==> config.mk <==
export PLATFORM = sky130hd
export DESIGN_NAME = spi_regfile_slave
export DESIGN_NICKNAME = d
export VERILOG_FILES = /design/src/rtl/spi_rf_pkg.sv /design/src/rtl/spi_pin_sync.sv /design/src/rtl/spi_frame_rx.sv /design/src/rtl/spi_tx.sv /design/src/rtl/spi_regbank.sv /design/src/rtl/spi_regfile_slave.sv
export SDC_FILE = /design/constraint.sdc
export NUM_CORES = 1
export LEC_CHECK = 0
export ABC_AREA = 1
export BUFFER_PORTS_ARGS = -buffer_cell sky130_fd_sc_hd__buf_2
export CAP_MARGIN = 20
export CORE_UTILIZATION = 33
export DETAILED_ROUTE_END_ITERATION = 10
export MAX_ROUTING_LAYER = met4
export PLACE_DENSITY_LB_ADDON = 0.25
export REMOVE_ABC_BUFFERS = 1
export SKIP_LAST_GASP = 1
export SYNTH_ARGS = -nofsm -noshare
export SYNTH_HDL_FRONTEND = slang
export SYNTH_HIERARCHICAL = 1
export SYNTH_SLANG_ARGS = --single-unit
==> constraint.sdc <==
create_clock -name clk -period 3.32 [get_ports clk]
set_input_delay 0.166 -clock clk [delete_from_list [all_inputs] [get_ports clk]]
set_output_delay 0.166 -clock clk [all_outputs]
set_load 0.01 [all_outputs]
==> src/rtl/spi_rf_pkg.sv <==
package spi_rf_pkg;
    localparam int ADDR_W    = 3;
    localparam int DATA_W    = 13;
    localparam int NREG      = 1 << ADDR_W;
    localparam int FRAME_LEN = ADDR_W + DATA_W;

    typedef struct packed {
        logic prev_rej;
        logic prev_ro;
    } hdr_t;
endpackage

==> src/rtl/spi_pin_sync.sv <==
module spi_pin_sync #(
    parameter int W      = 3,
    parameter int STAGES = 2,
    parameter logic [W-1:0] INIT = '0
) (
    input  logic         clk,
    input  logic         rst,
    input  logic [W-1:0] pin_i,
    output logic [W-1:0] lvl_o,
    output logic [W-1:0] rise_o,
    output logic [W-1:0] fall_o
);
    typedef struct packed {
        logic [STAGES-1:0][W-1:0] stg;
        logic [W-1:0]             last;
    } st_t;

    st_t st_d, st_q;

    always_comb begin
        st_d = st_q;
        st_d.stg[0] = pin_i;
        for (int i = 1; i < STAGES; i++) st_d.stg[i] = st_q.stg[i-1];
        st_d.last = st_q.stg[STAGES-1];
    end

    always_ff @(posedge clk) begin
        if (rst) begin
            for (int i = 0; i < STAGES; i++) st_q.stg[i] <= INIT;
            st_q.last <= INIT;
        end else begin
            st_q <= st_d;
        end
    end

    assign lvl_o  = st_q.stg[STAGES-1];
    assign rise_o = st_q.stg[STAGES-1] & ~st_q.last;
    assign fall_o = ~st_q.stg[STAGES-1] & st_q.last;
endmodule

==> src/rtl/spi_frame_rx.sv <==
module spi_frame_rx
    import spi_rf_pkg::*;
#(
    parameter int AW = ADDR_W,
    parameter int DW = DATA_W
) (
    input  logic          clk,
    input  logic          rst,
    input  logic          sel_act,
    input  logic          sel_rise,
    input  logic          sclk_rise,
    input  logic          mosi_s,
    output logic          wr_en,
    output logic [AW-1:0] wr_addr,
    output logic [DW-1:0] wr_data,
    output logic          hdr_load,
    output logic          rd_load,
    output logic [AW-1:0] rd_addr,
    output hdr_t          hdr
);
    localparam int FLEN  = AW + DW;
    localparam int SAT   = FLEN + 1;
    localparam int CW    = $clog2(SAT + 1);
    localparam logic [AW-1:0] RO_ADDR = {AW{1'b1}};

    typedef struct packed {
        logic [CW-1:0] cnt;
        logic [AW-1:0] addr;
        logic [DW-1:0] data;
        hdr_t          hdr;
    } st_t;

    st_t st_d, st_q;
    logic full_len;

    assign full_len = (st_q.cnt == CW'(FLEN));

    always_comb begin
        st_d = st_q;
        if (sel_rise) begin
            st_d.hdr.prev_rej = !full_len;
            st_d.hdr.prev_ro  = full_len && (st_q.addr == RO_ADDR);
        end
        if (!sel_act) begin
            st_d.cnt = '0;
        end else if (sclk_rise) begin
            for (int i = 0; i < AW; i++)
                if (st_q.cnt == CW'(i)) st_d.addr[i] = mosi_s;
            for (int i = 0; i < DW; i++)
                if (st_q.cnt == CW'(i + AW)) st_d.data[i] = mosi_s;
            if (st_q.cnt != CW'(SAT)) st_d.cnt = st_q.cnt + 1'b1;
        end
    end

    always_ff @(posedge clk) begin
        if (rst) begin
            st_q <= '0;
        end else begin
            st_q <= st_d;
        end
    end

    assign wr_en    = sel_rise && full_len && (st_q.addr != RO_ADDR);
    assign wr_addr  = st_q.addr;
    assign wr_data  = st_q.data;
    assign hdr_load = sel_act && sclk_rise && (st_q.cnt == '0);
    assign rd_load  = sel_act && sclk_rise && (st_q.cnt == CW'(AW - 1));
    assign rd_addr  = {mosi_s, st_q.addr[AW-2:0]};
    assign hdr      = st_q.hdr;


    cnt_sat_chk: assert property (@(posedge clk) disable iff (rst)
        st_q.cnt <= CW'(SAT));


    idle_cnt_chk: assert property (@(posedge clk) disable iff (rst)
        !sel_act |=> st_q.cnt == '0 || sel_act);
endmodule

==> src/rtl/spi_tx.sv <==
module spi_tx
    import spi_rf_pkg::*;
#(
    parameter int DW   = DATA_W,
    parameter int FLEN = FRAME_LEN
) (
    input  logic          clk,
    input  logic          rst,
    input  logic          sel_act,
    input  logic          sel_fall,
    input  logic          sclk_fall,
    input  logic          fault,
    input  logic          hdr_load,
    input  hdr_t          hdr,
    input  logic          rd_load,
    input  logic [DW-1:0] rd_data,
    output logic          miso,
    output logic          miso_oe
);
    localparam int SW = FLEN - 1;

    typedef struct packed {
        logic          oe;
        logic          bit_out;
        logic [SW-1:0] sh;
    } st_t;

    st_t st_d, st_q;

    always_comb begin
        st_d = st_q;
        if (!sel_act) begin
            st_d.oe      = 1'b0;
            st_d.bit_out = 1'b0;
        end else begin
            st_d.oe = 1'b1;
            if (sel_fall) st_d.bit_out = fault;
            if (hdr_load)
                st_d.sh = {{(SW-2){1'b0}}, hdr.prev_ro, hdr.prev_rej};
            else if (rd_load)
                st_d.sh = {{(SW-DW){1'b0}}, rd_data};
            else if (sclk_fall) begin
                st_d.bit_out = st_q.sh[0];
                st_d.sh      = st_q.sh >> 1;
            end
        end
    end

    always_ff @(posedge clk) begin
        if (rst) begin
            st_q <= '0;
        end else begin
            st_q <= st_d;
        end
    end

    assign miso    = st_q.bit_out;
    assign miso_oe = st_q.oe;


    oe_idle_chk: assert property (@(posedge clk) disable iff (rst)
        !sel_act |=> !miso_oe);
endmodule

==> src/rtl/spi_regbank.sv <==
module spi_regbank
    import spi_rf_pkg::*;
#(
    parameter int AW = ADDR_W,
    parameter int DW = DATA_W
) (
    input  logic                          clk,
    input  logic                          rst,
    input  logic                          wr_en,
    input  logic [AW-1:0]                 wr_addr,
    input  logic [DW-1:0]                 wr_data,
    input  logic [AW-1:0]                 rd_addr,
    output logic [DW-1:0]                 rd_data,
    input  logic [DW-1:0]                 status_i,
    output logic [((1<<AW)-1)*DW-1:0]     cfg_o
);
    localparam int NW = (1 << AW) - 1;
    localparam logic [AW-1:0] RO_ADDR = {AW{1'b1}};

    typedef struct packed {
        logic [NW-1:0][DW-1:0] r;
    } st_t;

    st_t st_d, st_q;

    always_comb begin
        st_d = st_q;
        for (int i = 0; i < NW; i++)
            if (wr_en && wr_addr == AW'(i)) st_d.r[i] = wr_data;
    end

    always_ff @(posedge clk) begin
        if (rst) begin
            st_q <= '0;
        end else begin
            st_q <= st_d;
        end
    end

    always_comb begin
        rd_data = status_i;
        for (int i = 0; i < NW; i++)
            if (rd_addr == AW'(i)) rd_data = st_q.r[i];
    end

    for (genvar g = 0; g < NW; g++) begin : g_out
        assign cfg_o[g*DW +: DW] = st_q.r[g];
    end


    ro_write_chk: assert property (@(posedge clk) disable iff (rst)
        wr_en |-> wr_addr != RO_ADDR);
endmodule

==> src/rtl/spi_regfile_slave.sv <==
module spi_regfile_slave
    import spi_rf_pkg::*;
#(
    parameter int AW          = ADDR_W,
    parameter int DW          = DATA_W,
    parameter int SYNC_STAGES = 2
) (
    input  logic                      clk,
    input  logic                      rst,
    input  logic                      sel_n,
    input  logic                      sclk,
    input  logic                      mosi,
    output logic                      miso,
    output logic                      miso_oe,
    input  logic [DW-1:0]             status_i,
    output logic [((1<<AW)-1)*DW-1:0] cfg_o
);
    localparam int FLEN = AW + DW;

    logic [2:0] lvl, rise, fall;
    logic       sel_act, fault;
    logic       wr_en, hdr_load, rd_load;
    logic [AW-1:0] wr_addr, rd_addr;
    logic [DW-1:0] wr_data, rd_data;
    hdr_t       hdr;

    spi_pin_sync #(.W(3), .STAGES(SYNC_STAGES), .INIT(3'b100)) u_sync (
        .clk(clk), .rst(rst), .pin_i({sel_n, sclk, mosi}),
        .lvl_o(lvl), .rise_o(rise), .fall_o(fall)
    );

    assign sel_act = !lvl[2];
    assign fault   = |status_i;

    spi_frame_rx #(.AW(AW), .DW(DW)) u_rx (
        .clk(clk), .rst(rst), .sel_act(sel_act), .sel_rise(rise[2]),
        .sclk_rise(rise[1]), .mosi_s(lvl[0]),
        .wr_en(wr_en), .wr_addr(wr_addr), .wr_data(wr_data),
        .hdr_load(hdr_load), .rd_load(rd_load), .rd_addr(rd_addr), .hdr(hdr)
    );

    spi_regbank #(.AW(AW), .DW(DW)) u_bank (
        .clk(clk), .rst(rst), .wr_en(wr_en), .wr_addr(wr_addr),
        .wr_data(wr_data), .rd_addr(rd_addr), .rd_data(rd_data),
        .status_i(status_i), .cfg_o(cfg_o)
    );

    spi_tx #(.DW(DW), .FLEN(FLEN)) u_tx (
        .clk(clk), .rst(rst), .sel_act(sel_act), .sel_fall(fall[2]),
        .sclk_fall(fall[1]), .fault(fault), .hdr_load(hdr_load), .hdr(hdr),
        .rd_load(rd_load), .rd_data(rd_data), .miso(miso), .miso_oe(miso_oe)
    );


    fault_lead_chk: assert property (@(posedge clk) disable iff (rst)
        fall[2] |=> miso_oe && (miso == $past(fault)));


    cfg_hold_chk: assert property (@(posedge clk) disable iff (rst)
        !wr_en |=> $stable(cfg_o));
endmodule

==> qor.csv <==
metric,value,unit
Sequential Area,2763,um^2
Startpoint Class,flip-flop,
Placed Cells,1376,
reg2reg start,u_sync/lvl_o[0],
detail-routed via count per cell,4.839,
post-layout util,39.73,%
post-CTS sizing,0,
core box area,20300,um^2
fillers,2167,
RSZ-0062 raised after global routing,no,
design area,8065,um^2
"non-filler cells, final",1410,
CTS tree,done,
Mean Syn Cell Area,6.531,um^2
gr ovfl total,0,
Synth Cell Area,6838,um^2
diode count,0,
Hold Path Stages,2,
Power Total,3.628,mW
global-route wire length before repair,33.67,mm
number of nets still failing antenna checks after routing,0,
YS warnings,6,
Vias,6823,
Routed WL per cell,15.37,um
Boundary Pins,111,
drt total wl,21.67,mm
post-place setup slack,0.8995,ns
"Reg clk slew, reported paths",0.06,ns
Root Driver,clkbuf_16,
Post-DP HPWL,15.23,mm
Clock Skew,0.007324,ns
"Setup violations, final",0,
I/O Buffers,110,
Least-Margin Pin Slew,0.6998,ns
starting density of the core,33.68,%
number of global-route vias before repair,6087,
total track usage,21.14,%
setup TNS,0,ns
WHS Endpoint,u_sync/lvl_o[0],
worst r2r dst,u_tx/st_q[1],
multi-input logic area,3372,um^2
layout cells sized above 1,18.07,%
Rows,52,
fin nets,1152,
fin worst setup slack,0.8420,ns
VDD IR max,0.2974,mV
synthesis-to-layout area growth,17.95,%
Worst Path Arrival,2.84,ns
Final min period,2.478,ns
Hold Buf Count CTS,3,
CTS Buf Count,17,
initial DRC count,564,
post-CTS setup buffer count,0,
Final Hold Vio Count,0,
cell count after synthesis,1047,
die area,21300,um^2
Num Clock Sinks,138,
htree depth,4,
worst skew pair latency,0.42,ns
max_cap viols,0,
Placed Area,7468,um^2
Slew headroom,53.09,%
Max Fclk,0.4035,GHz
Reg2Reg Depth,15,
Clock Tree Buf Depth,2,
Setup CP Type,reg2reg,
die height,145.9,um
Hold Worst Slack,0.1813,ns
gpl congestion,0.8521,
Leak,3.586,nW
Die W,145.9,um
Hold Path Class,in2reg,
Post-route DRC,0,
run status,"complete, no violations",
Final Slew Violations,0,
WP data required,3.68,ns
initial antenna violation count,0,
hold_sp,rst,
drt first pass iters,7,
"Max FO, Critical Path",19,
largest net degree at the start of global routing,42,
crit end category,flip-flop,
final period utilization,74.64,%
PwrDens,449.8,nW/um^2
R2R setup slack,0.84,ns
[critical path, cell delays in order (launching register included)]
cell and delay [ns]:
dfxtp_1 0.36, inv_2 0.31, nand3_1 0.36, inv_2 0.39
nor2_1 0.09, nand2_1 0.08, nand3_1 0.09, nand3_1 0.09
nand2_1 0.06, a21oi_1 0.17, nand2_1 0.09, nor2_1 0.10
nor2_1 0.05, nand2_1 0.05, nor2_1 0.04, nor2_1 0.09
[layer usage]
| metal | global-route usage, % | share of wire, % | vias to the layer above |
|---|---|---|---|
| li1 | - | - | 3448 |
| met1 | 28.14 | 47 | 3150 |
| met2 | 32.73 | 46 | 207 |
| met3 | 3.762 | 5.0 | 18 |
| met4 | 5.842 | 1.3 | 0 |
| met5 | - | 0 | - |
[layout make-up]
cell class / count / area share, %
Sequential cell: 138 / 34.25
Clock buffer: 24 / 6.221
Timing Repair Buffer: 131 / 8.905
Multi-Input combinational cell: 758 / 41.81
Clock inverter: 7 / 0.8067
Tap cell: 270 / 4.189
Inverter: 82 / 3.816
[flip-flops by register name (all words and copies together), names as in the netlist]
| name | cells |
|---|---|
| u_bank/cfg_o | 91 |
| u_tx/st_q | 14 |
| u_rx/wr_data | 13 |
| u_rx/st_q | 5 |
| u_rx/wr_addr | 3 |
| u_sync/lvl_o | 3 |
| u_sync/st_d | 3 |
| u_rx/hdr | 2 |
| u_sync/st_q | 2 |
| u_tx/miso | 1 |
| u_tx/miso_oe | 1 |
[cell usage in the layout (no fill, tap or decap), types with 17 or more instances in the layout]
master / instances
a21oi_1: 105
clkbuf_16: 17
inv_1: 70
nand2_1: 342
nand4_1: 19
dfxtp_1: 138
buf_2: 109
buf_4: 19
nor2_1: 152
nand3_1: 75
[how the worst max path moves through the flow]
stage	start	endpoint	slack (ns)	cells after the start
finish	u_sync/lvl_o[0]	u_tx/st_q[1]	0.84	15
global route	u_sync/lvl_o[0]	u_tx/st_q[0]	0.59	16
CTS	u_sync/lvl_o[0]	u_tx/st_q[1]	0.87	15
detailed placement	u_sync/lvl_o[0]	u_tx/st_q[1]	0.90	15
global placement	u_sync/lvl_o[0]	u_tx/st_q[0]	0.93	16
floorplan	u_rx/st_q[18]	u_bank/cfg_o[39]	0.75	11
[power by group]
part,switching (mW),internal (mW),total (mW)
combinational,0.0907,0.0386,0.129
clock,0.713,1.12,1.83
sequential,0.00355,1.66,1.67
Note: power is estimated with default switching activity, not from simulation.
